<file path="src/rtl/dwin_pkg.sv">
package dwin_pkg;

  localparam int MAP_W      = 16;
  localparam int WIN_BITS   = 14;  // 16K window
  localparam int BANK_W     = 4;   // instruction RAM bank field width
  localparam int SLICE_W    = 3;   // 16K slices per 128K segment
  localparam int SEG_W      = 7;   // unified segment field width
  localparam int IRAM_BIT   = 12;  // map bit choosing instruction RAM
  localparam int SLICE_LSB  = 0;
  localparam int SEG_LSB    = 3;
  localparam int BANK_LSB   = 0;

  typedef enum logic [1:0] {
    TGT_DRAM = 2'd0,
    TGT_IRAM = 2'd1,
    TGT_UMEM = 2'd2
  } tgt_e;

  typedef struct packed {
    logic               iramSel;
    logic [BANK_W-1:0]  iramBank;
    logic [SEG_W-1:0]   umemSeg;
    logic [SLICE_W-1:0] umemSlice;
  } mapStrobe_t;

endpackage

</file>
<file path="src/rtl/dwin_mapctl.sv">
module dwin_mapctl
  import dwin_pkg::*;
(
  input  logic             clk,
  input  logic             rstN,
  input  logic             mapWrEn,
  input  logic [MAP_W-1:0] mapWrData,
  output logic [MAP_W-1:0] mapWord,
  output mapStrobe_t       strobes
);

  logic [MAP_W-1:0] mapQ;

  always_ff @(posedge clk or negedge rstN) begin
    if (!rstN)        mapQ <= '0;
    else if (mapWrEn) mapQ <= mapWrData;
  end

  always_comb begin
    strobes.iramSel   = mapQ[IRAM_BIT];
    strobes.iramBank  = mapQ[BANK_LSB +: BANK_W];
    strobes.umemSeg   = mapQ[SEG_LSB +: SEG_W];
    strobes.umemSlice = mapQ[SLICE_LSB +: SLICE_W];
  end

  assign mapWord = mapQ;

  // without a write strobe the map word holds
  p_map_hold_r8: assert property (@(posedge clk) disable iff (!rstN)
    !mapWrEn |=> $stable(mapQ));

  // a write strobe loads the data presented in that cycle
  p_map_load_r8: assert property (@(posedge clk) disable iff (!rstN)
    mapWrEn |=> (mapQ == $past(mapWrData)));

endmodule

</file>
<file path="src/rtl/dwin_xlate_dp.sv">
module dwin_xlate_dp
  import dwin_pkg::*;
#(
  parameter int OFF_W = WIN_BITS + BANK_W
)(
  input  logic             clk,
  input  logic             rstN,
  input  logic [15:0]      addr,
  input  mapStrobe_t       strobes,
  output logic [1:0]       tgtSel,
  output logic [OFF_W-1:0] physOff,
  output logic [SEG_W-1:0] segNum,
  output logic             busErr
);

  localparam logic [11:0] IO_LEGAL_TAG = 12'hFF0;
  localparam int          PAD_IRAM     = OFF_W - WIN_BITS - BANK_W;
  localparam int          PAD_UMEM     = OFF_W - WIN_BITS - SLICE_W;

  logic [WIN_BITS-1:0] winOff;
  logic                inLow;
  logic                inIo;
  tgt_e                tgtNext;

  assign winOff = addr[WIN_BITS-1:0];
  assign inLow  = ~addr[15];
  assign inIo   = addr[15] & addr[14];

  always_comb begin
    tgtNext = TGT_DRAM;
    physOff = OFF_W'(addr);
    segNum  = '0;
    busErr  = 1'b0;
    if (inLow) begin
      tgtNext = TGT_DRAM;
    end else if (inIo) begin
      tgtNext = TGT_DRAM;
      busErr  = (addr[15:4] != IO_LEGAL_TAG);
    end else if (strobes.iramSel) begin
      tgtNext = TGT_IRAM;
      physOff = {{PAD_IRAM{1'b0}}, strobes.iramBank, winOff};
    end else begin
      tgtNext = TGT_UMEM;
      physOff = {{PAD_UMEM{1'b0}}, strobes.umemSlice, winOff};
      segNum  = strobes.umemSeg;
    end
  end

  assign tgtSel = tgtNext;

  // the low half always reaches data RAM unchanged
  p_low_direct_r1: assert property (@(posedge clk) disable iff (!rstN)
    (addr < 16'h8000) |-> (tgtSel == 2'd0 && physOff == OFF_W'(addr)));

  // an error is only ever flagged on a data RAM access in I/O space
  p_err_in_io_r3: assert property (@(posedge clk) disable iff (!rstN)
    busErr |-> (tgtSel == 2'd0 && addr >= 16'hC000));

  // segment number is quiet outside unified memory
  p_seg_quiet_r9: assert property (@(posedge clk) disable iff (!rstN)
    (tgtSel != 2'd2) |-> (segNum == '0));

  // an instruction RAM offset never leaves the window's bank
  p_iram_bank_r4: assert property (@(posedge clk) disable iff (!rstN)
    (tgtSel == 2'd1) |-> (physOff[WIN_BITS +: BANK_W] == strobes.iramBank));

endmodule

</file>
<file path="src/rtl/dwin_xlate.sv">
module dwin_xlate
  import dwin_pkg::*;
#(
  parameter int IN_ADDR_W = 24,
  parameter int OFF_W     = WIN_BITS + BANK_W
)(
  input  logic                 clk,
  input  logic                 rstN,
  input  logic                 mapWrEn,
  input  logic [MAP_W-1:0]     mapWrData,
  input  logic [IN_ADDR_W-1:0] addrIn,
  output logic [1:0]           tgtSel,
  output logic [OFF_W-1:0]     physOff,
  output logic [SEG_W-1:0]     segNum,
  output logic                 busErr
);

  mapStrobe_t       strobes;
  logic [MAP_W-1:0] mapWord;

  dwin_mapctl u_ctl (
    .clk       (clk),
    .rstN      (rstN),
    .mapWrEn   (mapWrEn),
    .mapWrData (mapWrData),
    .mapWord   (mapWord),
    .strobes   (strobes)
  );

  dwin_xlate_dp #(.OFF_W(OFF_W)) u_dp (
    .clk     (clk),
    .rstN    (rstN),
    .addr    (addrIn[15:0]),
    .strobes (strobes),
    .tgtSel  (tgtSel),
    .physOff (physOff),
    .segNum  (segNum),
    .busErr  (busErr)
  );

  // changes above bit 15 alone leave every output unchanged
  generate
    if (IN_ADDR_W > 16) begin : g_upper
      p_upper_ignored_r7: assert property (@(posedge clk) disable iff (!rstN)
        (!$stable(addrIn[IN_ADDR_W-1:16]) && $stable(addrIn[15:0]) && $stable(mapWord))
        |-> ($stable(tgtSel) && $stable(physOff) && $stable(segNum) && $stable(busErr)));
    end
  endgenerate

endmodule

</file>
<file path="config.mk">
export PLATFORM = sky130hd
export DESIGN_NAME = dwin_xlate
export DESIGN_NICKNAME = d
export VERILOG_FILES = /design/src/rtl/dwin_pkg.sv /design/src/rtl/dwin_mapctl.sv /design/src/rtl/dwin_xlate_dp.sv /design/src/rtl/dwin_xlate.sv
export SDC_FILE = /design/constraint.sdc
export NUM_CORES = 1
export LEC_CHECK = 0
export BUFFER_PORTS_ARGS = -buffer_cell sky130_fd_sc_hd__clkbuf_2
export CORE_UTILIZATION = 35
export DETAILED_ROUTE_END_ITERATION = 8
export PLACE_DENSITY = 0.95
export SYNTH_ARGS = -nofsm -noshare
export SYNTH_HDL_FRONTEND = slang
export SYNTH_SLANG_ARGS = --single-unit
</file>
<file path="constraint.sdc">
create_clock -name clk -period 2 [get_ports clk]
set_clock_uncertainty 0.1 [all_clocks]
set_input_delay 0.4 -clock clk [delete_from_list [all_inputs] [get_ports clk]]
set_output_delay 0.4 -clock clk [all_outputs]
set_load 0.05 [all_outputs]
</file>
==> reports/qor.log, run 1 <==
[setup_path] data arrival at the endpoint of the critical path 1500 ps
[grt] GR Overflow Total 0
[timing] tightest hold margin 272.6 ps
[setup_path] peak fanout along the critical path 2
[layout] # nets final 139
[clock_network] clock tree root driver cell clkbuf_4
[grt] vias in the first global route 527
[timing] final cycle utilization of the critical path 99.80%
[pwr] power density cells 677.4 mW/mm^2
[layout] fraction of layout instances using a drive strength above 1 69.47%
[timing] Tightest Pin Transition 323.1 ps
[setup_path] class of the most critical setup path in -> out
[setup_path] critical path launch point addrIn[5]
[pwr] sequential cell fraction of total power 42.5%
[detailed_routing] detailed-routing iteration count for the pre-antenna-repair pass 2
[flow_run] number of violations of the max-capacitance limit 0
[clock_network] clock tree from TritonCTS built
[layout] flip-flop count of the largest register after layout 11
[detailed_routing] average wire per cell in the routed design 12.75 um
[timing] Hold Violations, Final 0
[synth] biggest area contributors in the synthesized netlist dfrtp_1 43%, mux2_2 20%, buf_4 17%
[clock_network] worst skew pair latency 260 ps
[grt] number of antenna violations at the first check in global routing 0
[detailed_routing] post-detailed-route DRC marker count 0
[run_status] result of the run completed
[worst_hold_path] path class of the lowest-slack min-delay path in -> reg
[detailed_routing] count of vias placed by the detailed router 552
[layout] commonest non-fill, non-tap cells in the layout 40 x clkbuf_2, 11 x mux2_2, 11 x dfrtp_1, 9 x and2_1, 7 x buf_4
[setup_path] Register-to-Register Setup Slack 970 ps
[floorplan] die area 0.001983 mm^2
[setup_path] Worst setup SP type input pin
[detailed_routing] average vias per placed instance 4.600
[placement] sum of net half-perimeters after detailed placement 1198 um
[synth] synthesized area per cell 11.51 um^2
[clock_network] CTS Buffer Depth 2
[synth] area of the mapped netlist 633.1 um^2
[placement] number of buffers inserted by port buffering 49
[pwr] net switching share of the total power 34.57%
[timing] RSZ-0062 raised after global routing true
[clock_network] CTS buffer count 3
[timing] Max Slew Vio Count 0
[floorplan] initial core utilization 37.07%
[synth] proportion of netlist area held by the largest area contributor 43.48%
[setup_path] type of element capturing the critical path output pin
[synth] cells after synthesis 55
[pwr] Clk network pwr share 24.0%
[layout] area growth from synthesis to layout 40.71%
[grt] wire length of the first global-routing pass 2208 um
[floorplan] core box area 0.001708 mm^2
[clock_network] # clock sinks 11
[detailed_routing] final WL 1530 um
[detailed_routing] initial detailed-routing violation count 6
[grt] GRT Resource Usage Total 16.12%
[pwr] portion of total power attributed to combinational logic 33.5%
[floorplan] FP Rows 15
[setup_path] FF-to-FF End u_ctl.mapWord[12]
[timing] top achievable clock speed 0.5010 GHz
[setup_path] CP required 1500 ps
[setup_path] worst reg2reg path startpoint u_ctl.mapWord[12]
[layout] area of all placed cells without fillers 890.9 um^2
[detailed_routing] antenna violation net count after detailed routing 0
[clock_network] level count of the clock H-tree 1
[pwr] leakage power total 0.4713 nW
[placement] Final Wtd Congestion 0.7438
[setup_path] length in cells of the worst reg-to-reg path 2
[pwr] Psw 0.0002086 W
[floorplan] Die H 44.53 um
[layout] area occupied by registers 275.3 um^2
[layout] Ant. Diodes 0
[layout] number of fillers in the final layout 154
[synth] top cell type by total area after synthesis dfrtp_1
[setup_path] end of the critical path busErr
[synth] sequential fraction of the synthesis area 43.48%
[timing] worst slew margin relative to its limit 78.44%
[placement] standard cell area after detailed placement 805.8 um^2
[layout] area of combinational cells with multiple inputs 257.7 um^2
[timing] final setup violating endpoints 0
[pwr] maximum ir drop on the vdd rail 459.1 uV
[synth] Synth warnings 0
[floorplan] die width 44.53 um
[pwr] design internal power 0.0003948 W
[floorplan] num ports 71
[synth] count of different cell masters after synthesis 14
[synth] FF+latch count, synth 11
[clock_network] clock transition at the register clock pins on the worst setup and hold paths after CTS 60 ps
[synth] net count after synthesis 98
[timing] clock period minus final worst setup slack 1996 ps
[grt] largest net degree at the start of global routing 12
[layout] leading cell type in the layout, fill and taps excluded clkbuf_2
-- cell families after synthesis --
kind of cell           share of synthesized area (%)
AOI/OAI and AO/OA                              3.954
and+or+nand+nor                                15.61
DFF                                            43.48
muxes                                          19.57
buffers and inverters                          17.39
-- power by group through the flow --
stage,Combinational [W],Clock [W],Sequential (W)
4_1_cts,0.000193,0.000152,0.000257
3_3_place_gp,0.000184,0,0.000259
6_report,0.000202,0.000145,0.000257
2_1_floorplan,0.000166,0,0.000257
3_5_place_dp,0.000189,0,0.000262
5_1_grt,0.000213,0.000165,0.000260
-- critical path: stages --
cell	delay, ps
buf_6	90
or4_4	520
o311a_1	330
buf_8	160
-- final cells by class --
class / count / area share [%]
multi-input combinational: 29 / 28.93
sequential: 11 / 30.90
clock buffer: 4 / 2.949
tap: 25 / 3.511
timing repair buffer: 51 / 33.71
-- routing by layer --
| layer | part of all wire, % | up-vias | track usage [%] |
|---|---|---|---|
| met3 | 9.7 | 0 | 4.898 |
| met2 | 56 | 39 | 31.76 |
| met4 | 0 | 0 | 7.273 |
| met5 | 0 | - | 0 |
| met1 | 34 | 253 | 14.72 |
| li1 | - | 260 | - |
-- per-stage QoR --
stage / utilization [%] / setup TNS [ps] / power [W] / setup WS, ps / instances
2_1_floorplan: - / 0 / 0.0004234 / 5.837 / 55
3_5_place_dp: 47.18 / -62.07 / 0.0004505 / -62.07 / 114
4_1_cts: 50.04 / -5.583 / 0.0006022 / -5.583 / 119
3_3_place_gp: 47.18 / -30.90 / 0.0004436 / -30.90 / 114
6_report: 52.16 / 0 / 0.0006035 / 4.018 / 120
5_1_grt: 52.16 / -28.52 / 0.0006382 / -14.50 / 120
-- worst min path at each step --
stage             startpoint           endpoint  slack [ps]  cells past startpoint
5_1_grt        mapWrData[12]  u_ctl.mapWord[12]         260                      2
6_report       mapWrData[12]  u_ctl.mapWord[12]         270                      2
4_1_cts        mapWrData[12]  u_ctl.mapWord[12]         260                      2
2_1_floorplan           rstN   u_ctl.mapWord[0]           4                      0
3_5_place_dp            rstN   u_ctl.mapWord[1]         190                      1
3_3_place_gp            rstN   u_ctl.mapWord[1]         180                      1
-- synthesized netlist by cell type, drive strengths merged --
cell,n
mux2,11
nor3b,1
nand4,1
o311a,1
buf,15
nor2b,1
o21a,1
dfrtp,11
nand2,1
or4,1
and3,1
and2,9
a21o,1
-- timing repair --
item / CTS / global route
gates resized for setup: 3 / 24
endpoints found under the hold margin: 11 / 0
setup endpoints to repair: 1 / 8
gates cloned: 0 / 0
hold buffers: 1 / 0
buffers inserted: 0 / 1
pin swaps: 0 / 1
Power figures use the tool's default switching activity.
==> run 2, diff against run 1 <==
--- a/config.mk
+++ b/config.mk
@@ -5,8 +5,9 @@
 export SDC_FILE = /design/constraint.sdc
 export NUM_CORES = 1
 export LEC_CHECK = 0
+export ABC_AREA = 1
 export BUFFER_PORTS_ARGS = -buffer_cell sky130_fd_sc_hd__clkbuf_2
-export CORE_UTILIZATION = 35
+export CORE_UTILIZATION = 36
 export DETAILED_ROUTE_END_ITERATION = 8
 export PLACE_DENSITY = 0.95
 export SYNTH_ARGS = -nofsm -noshare
==> reports/qor.log, run 2 <==
[setup_path] Worst setup SP type flip-flop [was input pin]
[clock_network] clock transition at the register clock pins on the worst setup and hold paths after CTS 70 ps [was 60 ps]
[floorplan] die width 45.08 um [was 44.53 um]
[run_status] result of the run completed [unchanged]
[synth] Synth warnings 0 [unchanged]
[timing] Max Slew Vio Count 0 [unchanged]
[layout] fraction of layout instances using a drive strength above 1 45.16% [was 69.47%]
[synth] number of flops mapped to enable cells by yosys 0 [unchanged]
[grt] vias in the first global route 549 [was 527]
[timing] final cycle utilization of the critical path 90.17% [was 99.80%]
[timing] post-route setup TNS 0 ps [unchanged]
[grt] GRT Resource Usage Total 16.25% [was 16.12%]
[timing] Hold Violations, Final 0 [unchanged]
[detailed_routing] average wire per cell in the routed design 10.41 um [was 12.75 um]
[synth] top cell type by total area after synthesis dfrtp_1 [unchanged]
[setup_path] family with the most delay on the worst path buffers and inverters [was simple AND/OR/NAND/NOR gates]
[synth] cells after synthesis 86 [was 55]
[synth] most frequent cells after synthesis 14 x buf_4, 14 x inv_1, 14 x nand2_1, 13 x nor2_1, 11 x dfrtp_1 [was 14 x buf_4, 11 x dfrtp_1, 11 x mux2_2, 9 x and2_1]
[grt] number of antenna violations at the first check in global routing 0 [unchanged]
[grt] GR Overflow Total 0 [unchanged]
[floorplan] num ports 71 [unchanged]
[setup_path] Max stage delay cell, worst path dfrtp_1 [was or4_4]
[layout] commonest non-fill, non-tap cells in the layout 49 x clkbuf_2, 14 x inv_1, 14 x nand2_1, 13 x nor2_1, 11 x dfrtp_1 [was 40 x clkbuf_2, 11 x mux2_2, 11 x dfrtp_1, 9 x and2_1, 7 x buf_4]
[grt] wire length of the first global-routing pass 2387 um [was 2208 um]
[detailed_routing] initial detailed-routing violation count 7 [was 6]
[detailed_routing] average vias per placed instance 4.228 [was 4.600]
[setup_path] type of element capturing the critical path output pin [unchanged]
[grt] largest net degree at the start of global routing 23 [was 12]
[placement] sum of net half-perimeters after detailed placement 1276 um [was 1198 um]
[timing] top achievable clock speed 0.5545 GHz [was 0.5010 GHz]
[worst_hold_path] path class of the lowest-slack min-delay path in -> reg [unchanged]
[timing] final setup violating endpoints 0 [unchanged]
[layout] # nets final 168 [was 139]
[clock_network] # clock sinks 11 [unchanged]
[timing] worst slew margin relative to its limit 74.48% [was 78.44%]
[floorplan] FP Rows 15 [unchanged]
[layout] leading cell type in the layout, fill and taps excluded clkbuf_2 [unchanged]
[setup_path] data arrival at the endpoint of the critical path 1300 ps [was 1500 ps]
[setup_path] critical-path cell list inv_1 > nand3_4 > nor2_1 > clkbuf_2 [was buf_6 > or4_4 > o311a_1 > buf_8]
[setup_path] CP peak stage delay 360 ps [was 520 ps]
[pwr] net switching share of the total power 37.36% [was 34.57%]
[detailed_routing] met1 wire length 611 um [was 524 um]
[pwr] leakage power total 0.5141 nW [was 0.4713 nW]
[setup_path] Worst Path Buf+Inv 2 [unchanged]
[clock_network] clock tree root driver cell clkbuf_4 [unchanged]
[placement] post-placement setup slack 398.7 ps [was -62.07 ps]
[clock_network] CTS buffer count 3 [unchanged]
[detailed_routing] post-detailed-route DRC marker count 0 [unchanged]
[placement] Final Wtd Congestion 0.7198 [was 0.7438]
[floorplan] core box area 0.001727 mm^2 [was 0.001708 mm^2]
[synth] biggest area contributors in the synthesized netlist dfrtp_1 41%, buf_4 16%, inv_1 7.9% [was dfrtp_1 43%, mux2_2 20%, buf_4 17%]
[synth] dominant register cell in the synthesized netlist dfrtp_1 [unchanged]
[flow_run] number of violations of the max-capacitance limit 0 [unchanged]
[clock_network] level count of the clock H-tree 1 [unchanged]
[detailed_routing] routed length on met2 847 um [was 856 um]
[setup_path] CP required 1500 ps [about the same]
[timing] Tightest Pin Transition 382.8 ps [was 323.1 ps]
[synth] synthesized area per cell 7.769 um^2 [was 11.51 um^2]
[layout] flip-flop count of the largest register after layout 11 [unchanged]
[setup_path] class of the most critical setup path reg -> out [was in -> out]
[pwr] maximum ir drop on the vdd rail 297.3 uV [was 459.1 uV]
[layout] area growth from synthesis to layout 27.72% [was 40.71%]
[clock_network] worst skew pair latency 260 ps [about the same]
[pwr] Clk network pwr share 25.5% [was 24.0%]
[layout] Ant. Diodes 0 [unchanged]
[clock_network] CTS Buffer Depth 2 [unchanged]
[detailed_routing] count of vias placed by the detailed router 630 [was 552]
[pwr] design internal power 0.0003678 W [was 0.0003948 W]
[placement] number of buffers inserted by port buffering 49 [unchanged]
[synth] sequential fraction of the synthesis area 41.20% [was 43.48%]
[clock_network] number of gates given a new drive strength after cts 0 [was 3]
[synth] net count after synthesis 129 [was 98]
[synth] share of synthesized flip-flops with an asynchronous set or reset 100.0% [unchanged]
[synth] FF+latch count, synth 11 [unchanged]
[detailed_routing] antenna violation net count after detailed routing 0 [unchanged]
[layout] fraction of the core area covered by cells at the end of the flow 49.42% [was 52.16%]
[layout] area of all placed cells without fillers 853.3 um^2 [was 890.9 um^2]
[pwr] sequential cell fraction of total power 42.0% [was 42.5%]
[floorplan] die area 0.002032 mm^2 [was 0.001983 mm^2]
[pwr] portion of total power attributed to combinational logic 32.5% [was 33.5%]
[timing] final critical-path setup slack 196.5 ps [was 4.018 ps]
[setup_path] peak fanout along the critical path 8 [was 2]
[timing] clock period minus final worst setup slack 1803 ps [was 1996 ps]
[floorplan] initial core utilization 38.70% [was 37.07%]
[clock_network] clock tree from TritonCTS built [unchanged]
[synth] count of different cell masters after synthesis 15 [was 14]
[synth] area of the mapped netlist 668.1 um^2 [was 633.1 um^2]
[timing] RSZ-0062 raised after global routing false [was true]
[detailed_routing] detailed-routing iteration count for the pre-antenna-repair pass 4 [was 2]
[placement] standard cell area after detailed placement 817.0 um^2 [was 805.8 um^2]
[detailed_routing] Highest Signal Layer met4 [was met3]
[synth] proportion of netlist area held by the largest area contributor 41.20% [was 43.48%]
[pwr] power density cells 688.1 mW/mm^2 [was 677.4 mW/mm^2]
[detailed_routing] met3 layer wire length in the routed design 79 um [was 148 um]
[floorplan] Die H 45.08 um [was 44.53 um]
[detailed_routing] final WL 1551 um [was 1530 um]
[pwr] Psw 0.0002194 W [was 0.0002086 W]
==> run 2: layout make-up <==
class / instances / area, um^2
clock buffer: 4 / 26.28
fill: 186 / 873.3
inverter: 15 / 56.30
multi-input combinational: 44 / 209.0
sequential: 11 / 275.3
tap: 25 / 31.28
timing repair buffer: 50 / 255.2
==> run 2: timing repair <==
item	in CTS	in global routing
buffers inserted	0	0
hold buffers	1	0
endpoints found under the hold margin	11	0
==> run 2: path summary, 6_finish.rpt <==
check                                       start           endpoint  slack (ps)  cells past startpoint
worst max-delay path            u_ctl.mapWord[12]          segNum[2]         200                      4
worst min-delay path                 mapWrData[1]   u_ctl.mapWord[1]         240                      3
worst max register to register  u_ctl.mapWord[12]  u_ctl.mapWord[12]        1170                      2
worst min register to register   u_ctl.mapWord[0]   u_ctl.mapWord[0]         410                      2
max in group asynchronous                    rstN   u_ctl.mapWord[5]        1120                      2
min in group asynchronous                    rstN   u_ctl.mapWord[3]         450                      2
==> run 2: power by group through the flow <==
stage          Sequential [W]  Clock [W]  Combinational, W
2_1_floorplan        0.000250          0          0.000168
3_3_place_gp         0.000251          0          0.000184
3_5_place_dp         0.000251          0          0.000190
4_1_cts              0.000247   0.000155          0.000192
5_1_grt              0.000249   0.000167          0.000206
6_report             0.000247   0.000150          0.000191
==> run 2: worst register-to-register path: stages (launching register included) <==
cell and delay, ps:
dfrtp_1 360, inv_1 140, o21ai_0 100
==> run 2: cell families after synthesis <==
kind of cell,synth area share [%]
AOI/OAI and AO/OA,10.30
DFF,41.20
buffers and inverters,27.53
and+or+nand+nor,20.97
==> run 2: stage by stage <==
step	instances	hold slack, ps	total power, W
floorplan	86	4.409	0.0004176
global placement	144	183.8	0.0004351
detailed placement	144	193.1	0.0004414
CTS	149	237.6	0.0005938
global route	149	237.8	0.0006225
finish	149	243.9	0.0005872
==> run 2: layer usage <==
layer	vias to the layer above	global-route usage (%)
li1	323	-
met1	282	21.05
met2	23	26.67
met3	2	2.800
met4	0	6.667
met5	-	0
